$ cat src/rtl/clut_pkg.sv
package clut_pkg;
  // sideband signals that travel with each pixel
  typedef struct packed {
    logic de;
    logic hs;
    logic vs;
  } vid_ctl_t;

  localparam int NUM_CH = 3;
endpackage

$ cat src/rtl/clut_index.sv
module clut_index #(
  parameter int DYN_W = 3,
  parameter int STA_W = 5
) (
  input  logic [STA_W+DYN_W-1:0] pix,
  output logic [STA_W-1:0]       idx
);
  localparam int ENTRIES  = 1 << STA_W;
  localparam int DYN_BASE = ENTRIES - (1 << DYN_W);

  logic [STA_W-1:0] sta;
  logic [DYN_W-1:0] dyn;

  assign sta = pix[STA_W+DYN_W-1:DYN_W];
  assign dyn = pix[DYN_W-1:0];

  always_comb begin
    if (sta == '0) idx = STA_W'(DYN_BASE) + STA_W'(dyn);
    else           idx = sta;
  end
endmodule

$ cat src/rtl/clut_table.sv
module clut_table #(
  parameter int ADDR_W = 5,
  parameter int DATA_W = 24
) (
  input  logic              clk,
  input  logic              rst,
  input  logic              we,
  input  logic [ADDR_W-1:0] waddr,
  input  logic [DATA_W-1:0] wdata,
  input  logic [ADDR_W-1:0] raddr,
  output logic [DATA_W-1:0] rdata
);
  localparam int DEPTH = 1 << ADDR_W;

  logic [DATA_W-1:0] mem [DEPTH];

  // write port; reset returns every entry to black
  always_ff @(posedge clk) begin
    if (rst) begin
      for (int i = 0; i < DEPTH; i++) mem[i] <= '0;
    end else if (we) begin
      mem[waddr] <= wdata;
    end
  end

  // registered read sees the contents before any same-edge write
  always_ff @(posedge clk) begin
    if (rst) rdata <= '0;
    else     rdata <= mem[raddr];
  end
endmodule

$ cat src/rtl/clut_gate.sv
module clut_gate
  import clut_pkg::*;
#(
  parameter int CH_W  = 8,
  parameter int DAC_W = 6
) (
  input  logic                           clk,
  input  logic                           rst,
  input  logic [NUM_CH*CH_W-1:0]         color_i,
  input  vid_ctl_t                       ctl_i,
  output logic [NUM_CH*CH_W-1:0]         color_o,
  output logic [NUM_CH-1:0][DAC_W-1:0]   dac_o,
  output vid_ctl_t                       ctl_o
);
  logic [NUM_CH*CH_W-1:0] gated;

  assign gated = ctl_i.de ? color_i : '0;

  always_ff @(posedge clk) begin
    if (rst) begin
      color_o <= '0;
      ctl_o   <= '0;
    end else begin
      color_o <= gated;
      ctl_o   <= ctl_i;
    end
  end

  // channel 0 is blue (lowest byte), channel NUM_CH-1 is red
  for (genvar c = 0; c < NUM_CH; c++) begin : g_dac
    always_ff @(posedge clk) begin
      if (rst) dac_o[c] <= '0;
      else     dac_o[c] <= gated[c*CH_W + CH_W - 1 -: DAC_W];
    end
  end
endmodule

$ cat src/rtl/pixel_clut.sv
module pixel_clut
  import clut_pkg::*;
#(
  parameter int DYN_W = 3,
  parameter int STA_W = 5,
  parameter int CH_W  = 8,
  parameter int DAC_W = 6
) (
  input  logic                   clk,
  input  logic                   rst,
  input  logic [STA_W+DYN_W-1:0] pix_i,
  input  logic                   de_i,
  input  logic                   hsync_i,
  input  logic                   vsync_i,
  input  logic                   wr_en_i,
  input  logic [STA_W-1:0]       wr_addr_i,
  input  logic [3*CH_W-1:0]      wr_data_i,
  output logic [3*CH_W-1:0]      rgb_o,
  output logic [DAC_W-1:0]       dac_r_o,
  output logic [DAC_W-1:0]       dac_g_o,
  output logic [DAC_W-1:0]       dac_b_o,
  output logic                   de_o,
  output logic                   hsync_o,
  output logic                   vsync_o
);
  localparam int COL_W = NUM_CH * CH_W;

  logic [STA_W-1:0]             idx;
  logic [COL_W-1:0]             tbl_color;
  vid_ctl_t                     ctl_s1;
  vid_ctl_t                     ctl_s2;
  logic [NUM_CH-1:0][DAC_W-1:0] dac;

  clut_index #(.DYN_W(DYN_W), .STA_W(STA_W)) u_index (
    .pix (pix_i),
    .idx (idx)
  );

  clut_table #(.ADDR_W(STA_W), .DATA_W(COL_W)) u_table (
    .clk   (clk),
    .rst   (rst),
    .we    (wr_en_i),
    .waddr (wr_addr_i),
    .wdata (wr_data_i),
    .raddr (idx),
    .rdata (tbl_color)
  );

  // sideband delay matching the table read stage
  always_ff @(posedge clk) begin
    if (rst) ctl_s1 <= '0;
    else     ctl_s1 <= '{de: de_i, hs: hsync_i, vs: vsync_i};
  end

  clut_gate #(.CH_W(CH_W), .DAC_W(DAC_W)) u_gate (
    .clk     (clk),
    .rst     (rst),
    .color_i (tbl_color),
    .ctl_i   (ctl_s1),
    .color_o (rgb_o),
    .dac_o   (dac),
    .ctl_o   (ctl_s2)
  );

  assign dac_r_o = dac[2];
  assign dac_g_o = dac[1];
  assign dac_b_o = dac[0];
  assign de_o    = ctl_s2.de;
  assign hsync_o = ctl_s2.hs;
  assign vsync_o = ctl_s2.vs;
endmodule

$ cat config.mk
export PLATFORM = sky130hd
export DESIGN_NAME = pixel_clut
export DESIGN_NICKNAME = d
export VERILOG_FILES = /design/src/rtl/clut_pkg.sv /design/src/rtl/clut_index.sv /design/src/rtl/clut_table.sv /design/src/rtl/clut_gate.sv /design/src/rtl/pixel_clut.sv
export SDC_FILE = /design/constraint.sdc
export NUM_CORES = 1
export LEC_CHECK = 0
export CORE_ASPECT_RATIO = 0.8
export CORE_MARGIN = 2
export CORE_UTILIZATION = 25
export DETAILED_ROUTE_END_ITERATION = 16
export PLACE_DENSITY = 0.4
export REMOVE_ABC_BUFFERS = 1
export SLEW_MARGIN = 20
export SYNTH_ARGS = -nofsm -noshare
export SYNTH_HDL_FRONTEND = slang
export SYNTH_SLANG_ARGS = --single-unit
$ cat constraint.sdc
create_clock -name clk -period 2.35 [get_ports clk]
set_input_delay 0.47 -clock clk [delete_from_list [all_inputs] [get_ports clk]]
set_output_delay 0.47 -clock clk [all_outputs]
set_load 0.01 [all_outputs]
==> results.toml, run 1 <==
[outcome]
outcome = "finished, violations left"
violations = "setup timing"

[sta]
slew_violations = 0
finalCriticalPeriod_ps = 2350
finClkSkew_ps = 27.0
fmax_mhz = 425
setup_ws_ps = -0.400
final_hold_viol_count = 0
tightest_slew_ps = 851
relSlewSlack_pct = 43.3
setup_viol = 1
rsz0062_at_grt = "no"
period_share_pct = 100

[worst_hold_path]
hold_path_class = "in2reg"

[logic_synthesis]
ys_seq_area_share_pct = 65.2
synth-seq-cells = 798
synthArstFlopShare_pct = 0
synth_mux_area_share_pct = 7.90
yosysTopAreaCell = "edfxtp_1"
ys_top_cells_by_area = "edfxtp_1 (62%), and2_1 (13%), mux2i_1 (4.0%)"
synth.avg_cell_area_sq_um = 13.1
synth_enable_flop_cells = 744
synth_top_area_share_pct = 62.2
synth-simple-area-share_pct = 18.0
yosysWarnings = 0
synth_xor_area_share_pct = 0
netlist_area_sq_um = 35900
synth_fa_ha_area_share_pct = 0
synth.distinct_cells = 47
synth-compound-area-share_pct = 5.65
ys.flop_type = "edfxtp_1"
synth_top_family_by_area = "simple AND/OR/NAND/NOR gates"
syn-instance-count = 2736

[clocking]
clk_pin_slew_ps = 60
cts_max_level = 3
cts_tree = "yes"
holdBufCountCts = 0
cts_num_sinks = 798
cts-buffers-inserted = 89
clock_latency_ps = 690
cts-root-buf = "clkbuf_16"
clockBufferDepth = 3

[route]
detail_route.wirelength.met1_mm = 62.1
wl_per_cell_microns = 25.7
dr.max_layer_used = "met5"
vias = 23000
avgViaCountPerCell = 4.55
dr_wl_met3_mm = 7.04
drt_wl_total_mm = 130
drtAntennaViolNets = 0
drc = 0
firstDrtPassIters = 5
wl_met2_mm = 58.3
drt_iter0_drc = 1893

[placed_design]
io_buffers = 87
preCtsSetupSlack_ps = -1890
dpl.hpwl_mm = 85.7
gp_congestion = 0.853
dp_cells = 4840

[floorplanning]
rows = 124
start_util_pct = 25.2
chipHeight_microns = 343
dieArea_sq_um = 147000
die_w_microns = 428
core_area_sq_um = 143000
ios = 88

[final_layout]
drive_above_1_share_pct = 24.5
areaGrowthSynthToFinish_pct = 27.9
stdcell_count = 5044
nets = 3115

[global_routing]
grt_antenna_before_repair = 15
grt_pass1_wl_mm = 182
track_usage_pct = 17.5
grt_overflow_total = 0
grt_max_degree = 42
grt_pass1_vias = 23300

[setup_path]
required_ps = 2920
cp-start-kind = "primary input"
end_kind = "flip-flop"
critical_path.max_fanout = 7
worstPathArrival_ps = 2920
timing_worst_setup_path_type = "in2reg"

[pwr]
leakagePower_nw = 16.9
ir_drop_v = 0.000517
p_per_area_nw_per_um2 = 741

[run]
cap_violations = 0
-- layer usage --
metal  track usage (%)  vias to the layer above
met5                 0                        -
met4              2.94                        2
met3              3.00                      123
met2              27.6                      600
met1              25.5                    11800
li1                  -                    10500
-- state kept, by name (all words and copies together), names as in the netlist --
name and flops:
u_gate.color_o 9, u_table.mem 744, u_gate.ctl_o 3, u_table.rdata 24
ctl_s1 3, u_gate.dac_o 15
-- stage by stage --
stage / hold slack (ps) / setup TNS [ps] / instance area, sq um / util (%) / power, W
after floorplan: 406 / -177190 / 34800 / - / 0.0180
after global placement: 418 / -159700 / 42100 / 29.5 / 0.0202
after detailed placement: 424 / -164230 / 42100 / 29.5 / 0.0202
after CTS: 285 / 0 / 45800 / 32.1 / 0.0344
after global routing: 319 / 0 / 45900 / 32.2 / 0.0352
final: 345 / -0.400 / 46000 / 32.2 / 0.0340
-- repair_timing --
| action | in CTS | in global routing |
|---|---|---|
| setup buffers | 32 | 2 |
| cloned | 3 | 0 |
| pin swaps | 18 | 4 |
| resized for setup | 91 | 21 |
| setup endpoints to repair | 24 | 22 |
-- layout make-up --
cell class,count,area [sq um]
Inverter,2,7.51
Timing Repair Buffer,504,5400
Multi-Input combinational cell,1677,11900
Clock inverter,43,388
Antenna cell,8,20.0
Clock buffer,122,2470
Sequential cell,798,23400
Fill cell,14200,96800
Tap cell,1890,2360
-- Yosys cell counts (3+ instances only) --
master / count
nand2_1: 221
a211o_1: 23
and2_1: 769
a32oi_1: 47
nand2b_1: 25
buf_1: 4
mux2_2: 75
mux2i_1: 145
edfxtp_1: 744
nand3_1: 4
a21oi_1: 95
nand3b_1: 4
clkbuf_1: 194
a311oi_1: 23
o211ai_1: 3
nor2b_1: 7
nor2_1: 41
nor4_1: 24
o22ai_1: 48
o21ai_0: 24
or2_2: 31
buf_2: 28
buf_4: 30
dfxtp_1: 54
mux4_2: 24
o2bb2ai_1: 23
-- critical path: stages --
cell	delay (ps)
dlygate4sd2_1	240
nor3b_4	150
a21o_4	220
buf_4	140
buf_12	150
buf_12	150
buf_16	150
buf_6	140
mux2i_1	130
mux2_4	310
a211o_1	310
a311oi_2	360
-- worst paths after layout --
kind	depth (start not counted)	slack (ps)	to	from
hold reg to reg	1	430	u_gate.ctl_o[0]	ctl_s1[0]
setup / recovery	12	-0.4	u_table.rdata[5]	pix_i[1]
hold / removal	2	340	ctl_s1[1]	hsync_i
setup reg to reg	5	500	u_table.rdata[6]	u_table.mem[7][6]
-- power breakdown --
group,switching [W],internal (W)
clock network,0.00600,0.00793
registers,0.000268,0.0163
logic,0.00215,0.00143
-- cells by family after synthesis --
group	Yosys count
and+or+nand+nor	1136
DFF	798
AOI/OAI and AO/OA	297
buffers and inverters	261
muxes	244
-- layout by cell type (no fill, tap or decap), types with 6 or more instances in the layout --
cell type and n:
nand2_1 215, a311oi_2 6, buf_2 15, clkbuf_1 23
clkdlybuf4s50_1 68, nor4_4 8, dfxtp_1 54, or2_2 31
clkinv_2 16, diode_2 8, clkbuf_8 8, a32oi_2 8
o22ai_1 45, nand2b_1 25, mux4_2 24, a32oi_1 39
buf_4 295, nor4_1 9, o2bb2ai_1 14, nor2_1 31
mux2i_1 143, a311oi_1 17, nor4_2 7, mux2_2 74
and2_1 769, buf_8 6, a211o_1 21, clkbuf_16 91
buf_6 6, nand2_2 6, nor2b_1 6, a21oi_1 95
edfxtp_1 744, o21ai_0 19, nor2_2 10, buf_12 106
clkinv_1 13
(Power assumes the default switching activity.)
==> inputs of run 2 (changes only) <==
--- a/config.mk
+++ b/config.mk
@@ -12,4 +12,5 @@
 export PLACE_DENSITY = 0.4
 export REMOVE_ABC_BUFFERS = 1
+export SKIP_LAST_GASP = 1
 export SLEW_MARGIN = 20
 export SYNTH_ARGS = -nofsm -noshare
==> constraint.sdc (replaced) <==
create_clock -name clk -period 2.35 [get_ports clk]
set_input_delay 0.47 -clock clk [delete_from_list [all_inputs] [get_ports clk]]
set_output_delay 0.47 -clock clk [all_outputs]
set_load 0.05 [all_outputs]
==> run 2 against run 1 <==
  * The flow still finishes with violations (setup timing)
  * Fmax barely moved
  * Worst hold slack improved by 0.66 ps
  * Critical path type unchanged
  * Sequential power about the same
  * Design area barely moved
  * Largest power group unchanged
  * Worst setup slack got worse by 0.63 ps
  * Clock skew rose by 0.67 ps
  * Register-to-register slack about the same
  * First-iteration DRC count fell by 1.9%
  * Routed wire length hardly changed
  * Highest routed layer unchanged
==> results.toml, run 2 (synthesized netlist as in run 1, its figures left out) <==
[outcome]
outcome = "finished, violations left"
violations = "setup timing"

[pwr]
p_per_area_nw_per_um2 = 742
leakagePower_nw = 17.3
p_seq_share_pct = 48.5
ir_drop_v = 0.000514
combPwrFrac_pct = 10.7
p_sw_share_pct = 24.9
p_sw_w = 0.00848
power.internal_w = 0.0256
clockPowerShare_pct = 40.9

[global_routing]
grt_antenna_before_repair = 15
grt_pass1_vias = 23300
track_usage_pct = 17.5
grt_max_degree = 42
grt_overflow_total = 0
grt_pass1_wl_mm = 182

[route]
wl_per_cell_microns = 25.7
vias = 23100
drt_iter0_drc = 1857
avgViaCountPerCell = 4.57
drt_wl_total_mm = 130
drtAntennaViolNets = 0
firstDrtPassIters = 5
drc = 0

[setup_path]
timing_worst_setup_path_type = "in2reg"
cp-start-kind = "primary input"
r2r_end = "u_table.rdata[6]"
crit_path_cell_trace = "clkdlybuf4s15_1 -> nor2_2 -> a21o_4 -> buf_4 -> buf_12 -> buf_12 -> buf_16 -> buf_6 -> mux2i_1 -> mux2_4 -> a211o_1 -> a311oi_2"
cpMostUsedCell = "buf_12"
crit_slowest_cell = "a311oi_2"
worstPathArrival_ps = 2920
worstRegToRegCells = 5
critical_path.max_fanout = 7
r2r_start = "u_table.mem[7][6]"
reg2reg_slack_ps = 510
crit_end = "u_table.rdata[5]"
critical-path-max-stage-delay_ps = 350
setup.worst_path.start = "pix_i[5]"
required_ps = 2920
end_kind = "flip-flop"

[final_layout]
areaGrowthSynthToFinish_pct = 28.0
largest-register = "u_table.mem"
largestRegisters = "u_table.mem: 744 flops, u_table.rdata: 24 flops, u_gate.dac_o: 15 flops"
layout_common_cells = "and2_1 (769), edfxtp_1 (744), buf_4 (295), nand2_1 (215), mux2i_1 (143)"
largest_reg_flops = 744
postLayoutCoreUtil_pct = 32.2
nets = 3115
drive_above_1_share_pct = 24.5
layout_commonest_cell = "and2_1"

[sta]
final_hold_viol_count = 0
period_share_pct = 100
finClkSkew_ps = 27.7
fmax_mhz = 425
finalCriticalPeriod_ps = 2350
rsz0062_at_grt = "yes"
setup_ws_ps = -1.03
tightest_slew_ps = 849
slew_violations = 0
relSlewSlack_pct = 43.4
setup_viol = 1
setup_tns_ps = -1.03

[placed_design]
gp_congestion = 0.853
io_buffers = 87
dpl.hpwl_mm = 85.7

[clocking]
cts_max_level = 3
clock_latency_ps = 690
holdBufCountCts = 0
clockBufferDepth = 3
clk_pin_slew_ps = 60
cts-buffers-inserted = 89
cts_tree = "yes"
cts-root-buf = "clkbuf_16"
cts_num_sinks = 798

[floorplanning]
rows = 124
core_area_sq_um = 143000
start_util_pct = 25.2
dieArea_sq_um = 147000
ios = 88
die_w_microns = 428
chipHeight_microns = 343

[run]
cap_violations = 0

[worst_hold_path]
hold_depth = 2
hold_path_class = "in2reg"
[run 2: final cells by class]
| type | instances | area [sq um] |
|---|---|---|
| Antenna cell | 11 | 27.5 |
| Clock buffer | 122 | 2470 |
| Clock inverter | 43 | 388 |
| Fill cell | 14200 | 96800 |
| Inverter | 2 | 7.51 |
| Multi-Input combinational cell | 1677 | 11900 |
| Sequential cell | 798 | 23400 |
| Tap cell | 1890 | 2360 |
| Timing Repair Buffer | 504 | 5410 |
[run 2: power groups by stage]
stage	logic [W]	clock network, W	registers, W
CTS	0.00365	0.0143	0.0165
detailed placement	0.00344	0	0.0168
global route	0.00383	0.0148	0.0166
floorplan	0.00131	0	0.0168
finish	0.00364	0.0139	0.0165
global placement	0.00343	0	0.0168
[run 2: through the flow]
stage | setup WS, ps | std cells | power (W) | instance area [sq um] | hold slack [ps]
floorplan | -6910 | 2477 | 0.0181 | 34800 | 406
global placement | -1930 | 4840 | 0.0203 | 42100 | 418
detailed placement | -1890 | 4840 | 0.0203 | 42100 | 424
CTS | 0.832 | 5035 | 0.0344 | 45800 | 285
global route | -13.1 | 5036 | 0.0352 | 45900 | 319
finish | -1.03 | 5047 | 0.0341 | 46000 | 345
[run 2: worst min-delay path by stage]
stage / from / slack (ps) / to
2_1_floorplan: u_table.rdata[0] / 410 / u_gate.color_o[0]
3_3_place_gp: ctl_s1[1] / 420 / u_gate.ctl_o[1]
3_5_place_dp: ctl_s1[1] / 420 / u_gate.ctl_o[1]
4_1_cts: hsync_i / 290 / ctl_s1[1]
5_1_grt: hsync_i / 320 / ctl_s1[1]
6_report: hsync_i / 350 / ctl_s1[1]
[run 2: what timing repair did]
item | CTS | global route
buffers inserted | 32 | 2
pin swaps | 18 | 4
endpoints found under the hold margin | 0 | 0
setup endpoints to repair | 44 | 36
resized for setup | 111 | 33
gates cloned | 3 | 0
[run 2: worst max-delay path: cells and delay by family]
family,cells,cell delay [ps]
buffers and inverters,6,1020
AOI/OAI and AO/OA,3,890
muxes,2,430
and+or+nand+nor,1,80
[run 2: routing by layer]
layer	vias to the layer above	part of all wire, %	GRT usage, %
met5	-	0.010	0
met3	115	5.4	3.00
li1	10500	-	-
met4	2	1.5	2.94
met2	618	45	27.6
met1	11900	48	25.5
==> inputs of run 3 (changes only) <==
REMOVE_ABC_BUFFERS = unset   (was 1)
==> run 3 against run 2 <==
  * The run still ends with setup timing left
  * Fmax fell by 0.38%
  * Routed wire length decreased by 0.36%
  * Clock skew grew 9.6 ps
  * Critical path depth fell by 1
  * Critical endpoint is now u_table.rdata[2]
  * Highest routed layer is now met4
==> results.toml, run 3 (synthesized netlist as in run 1, its figures left out) <==
[placed_design]
gp_congestion = 0.840
preCtsSetupSlack_ps = -1600
io_buffers = 87
dpl.hpwl_mm = 85.1

[floorplanning]
dieArea_sq_um = 147000
start_util_pct = 25.2
rows = 124
chipHeight_microns = 343
core_area_sq_um = 143000
ios = 88
die_w_microns = 428

[global_routing]
grt_pass1_wl_mm = 181
grt_max_degree = 49
grt_overflow_total = 0
grt_antenna_before_repair = 19
grt_pass1_vias = 23500
track_usage_pct = 17.4

[final_layout]
largest_reg_flops = 744
nets = 3123
largestRegisters = "u_table.mem: 744 flops, u_table.rdata: 24 flops, u_gate.dac_o: 15 flops"
postLayoutCoreUtil_pct = 32.2
largest-register = "u_table.mem"
layout_common_cells = "and2_1 (769), edfxtp_1 (744), buf_4 (292), nand2_1 (220), mux2i_1 (144)"
layout_commonest_cell = "and2_1"
drive_above_1_share_pct = 23.6
num-fill-cells = 14100
areaGrowthSynthToFinish_pct = 28.1

[setup_path]
cp-start-kind = "primary input"
cpMostUsedCell = "buf_12"
critical-path-max-stage-delay_ps = 510
setup.worst_path.start = "pix_i[6]"
r2r_start = "u_table.mem[5][13]"
critical_path.max_fanout = 11
timing_worst_setup_path_type = "in2reg"
crit_slowest_cell = "mux4_2"
end_kind = "flip-flop"
worstPathArrival_ps = 2910
crit_path_cell_trace = "clkdlybuf4s15_1 -> buf_6 -> nor3b_4 -> a21o_4 -> buf_12 -> buf_12 -> buf_4 -> mux4_2 -> o2bb2ai_1 -> nor4_2 -> a311oi_1"
required_ps = 2900

[pwr]
p_per_area_nw_per_um2 = 741
leakagePower_nw = 17.2
ir_drop_v = 0.000534

[sta]
setup_ws_ps = -9.95
final_hold_viol_count = 0
period_share_pct = 100
setup_viol = 3
setup_tns_ps = -12.0
relSlewSlack_pct = 48.8
rsz0062_at_grt = "yes"
worst_hold_slack_ps = 338
finClkSkew_ps = 37.3
finalCriticalPeriod_ps = 2360
tightest_slew_ps = 768
fmax_mhz = 424
slew_violations = 0

[clocking]
cts-root-buf = "clkbuf_16"
cts_max_level = 3
cts_tree = "yes"
cts-buffers-inserted = 91
clk_pin_slew_ps = 60
cts_num_sinks = 798
clockBufferDepth = 3
clock_latency_ps = 710

[route]
wl_per_cell_microns = 25.6
avgViaCountPerCell = 4.59
drt_iter0_drc = 2017
drc = 0
drt_wl_total_mm = 129
drtAntennaViolNets = 0
vias = 23200
firstDrtPassIters = 5

[worst_hold_path]
hold_path_class = "in2reg"
hp-start = "hsync_i"

[logic_synthesis]
syn-num-nets = 2779

[outcome]
violations = "setup timing"
outcome = "finished, violations left"

[run]
cap_violations = 0
[run 3: report_power, final]
| group | leakage, nW | switching (W) | internal (W) | total (W) |
|---|---|---|---|---|
| clock | 1.39 | 0.00613 | 0.00783 | 0.0140 |
| sequential | 7.52 | 0.000236 | 0.0163 | 0.0165 |
| combinational | 8.26 | 0.00216 | 0.00149 | 0.00365 |
| total | 17.2 | 0.00853 | 0.0256 | 0.0341 |
[run 3: through the flow]
stage	instance area [sq um]	total power, W	cells
floorplan	35900	0.0182	2736
CTS	45900	0.0345	5044
finish	46000	0.0341	5051
global placement	42600	0.0204	4864
global route	46000	0.0352	5046
detailed placement	42600	0.0204	4865
[run 3: timing repair]
item | in CTS | in global routing
pin swaps | 10 | 3
setup endpoints to repair | 63 | 19
gates resized for setup | 92 | 18
buffers inserted | 12 | 0
hold buffers | 0 | 0
gates cloned | 0 | 1
[run 3: path summary, 6_finish.rpt]
path / endpoint / slack [ps] / cells after the start
setup / recovery: u_table.rdata[2] / -10 / 11
hold / removal: ctl_s1[1] / 340 / 2
setup reg to reg: u_table.rdata[13] / 560 / 4
hold reg to reg: u_gate.ctl_o[1] / 420 / 1
[run 3: layout make-up]
type | count | area [sq um] | area share (%)
Antenna cell | 6 | 15.0 | 0.0326
Clock buffer | 125 | 2460 | 5.36
Clock inverter | 43 | 390 | 0.848
Inverter | 2 | 7.51 | 0.0163
Multi-Input combinational cell | 1677 | 11800 | 25.6
Sequential cell | 798 | 23400 | 50.9
Tap cell | 1890 | 2360 | 5.14
Timing Repair Buffer | 510 | 5570 | 12.1
[run 3: metal layers]
metal	up-vias	track usage (%)	part of all wire (%)
li1	10400	-	-
met1	12000	24.5	46
met2	604	28.5	47
met3	132	2.13	4.5
met4	0	4.45	2.3
met5	-	0	0
[run 3: critical path: cells and delay by family]
family / cells / cell delay (ps)
mux: 1 / 510
simple gates: 2 / 640
compound gates: 3 / 520
buf+inv: 5 / 760
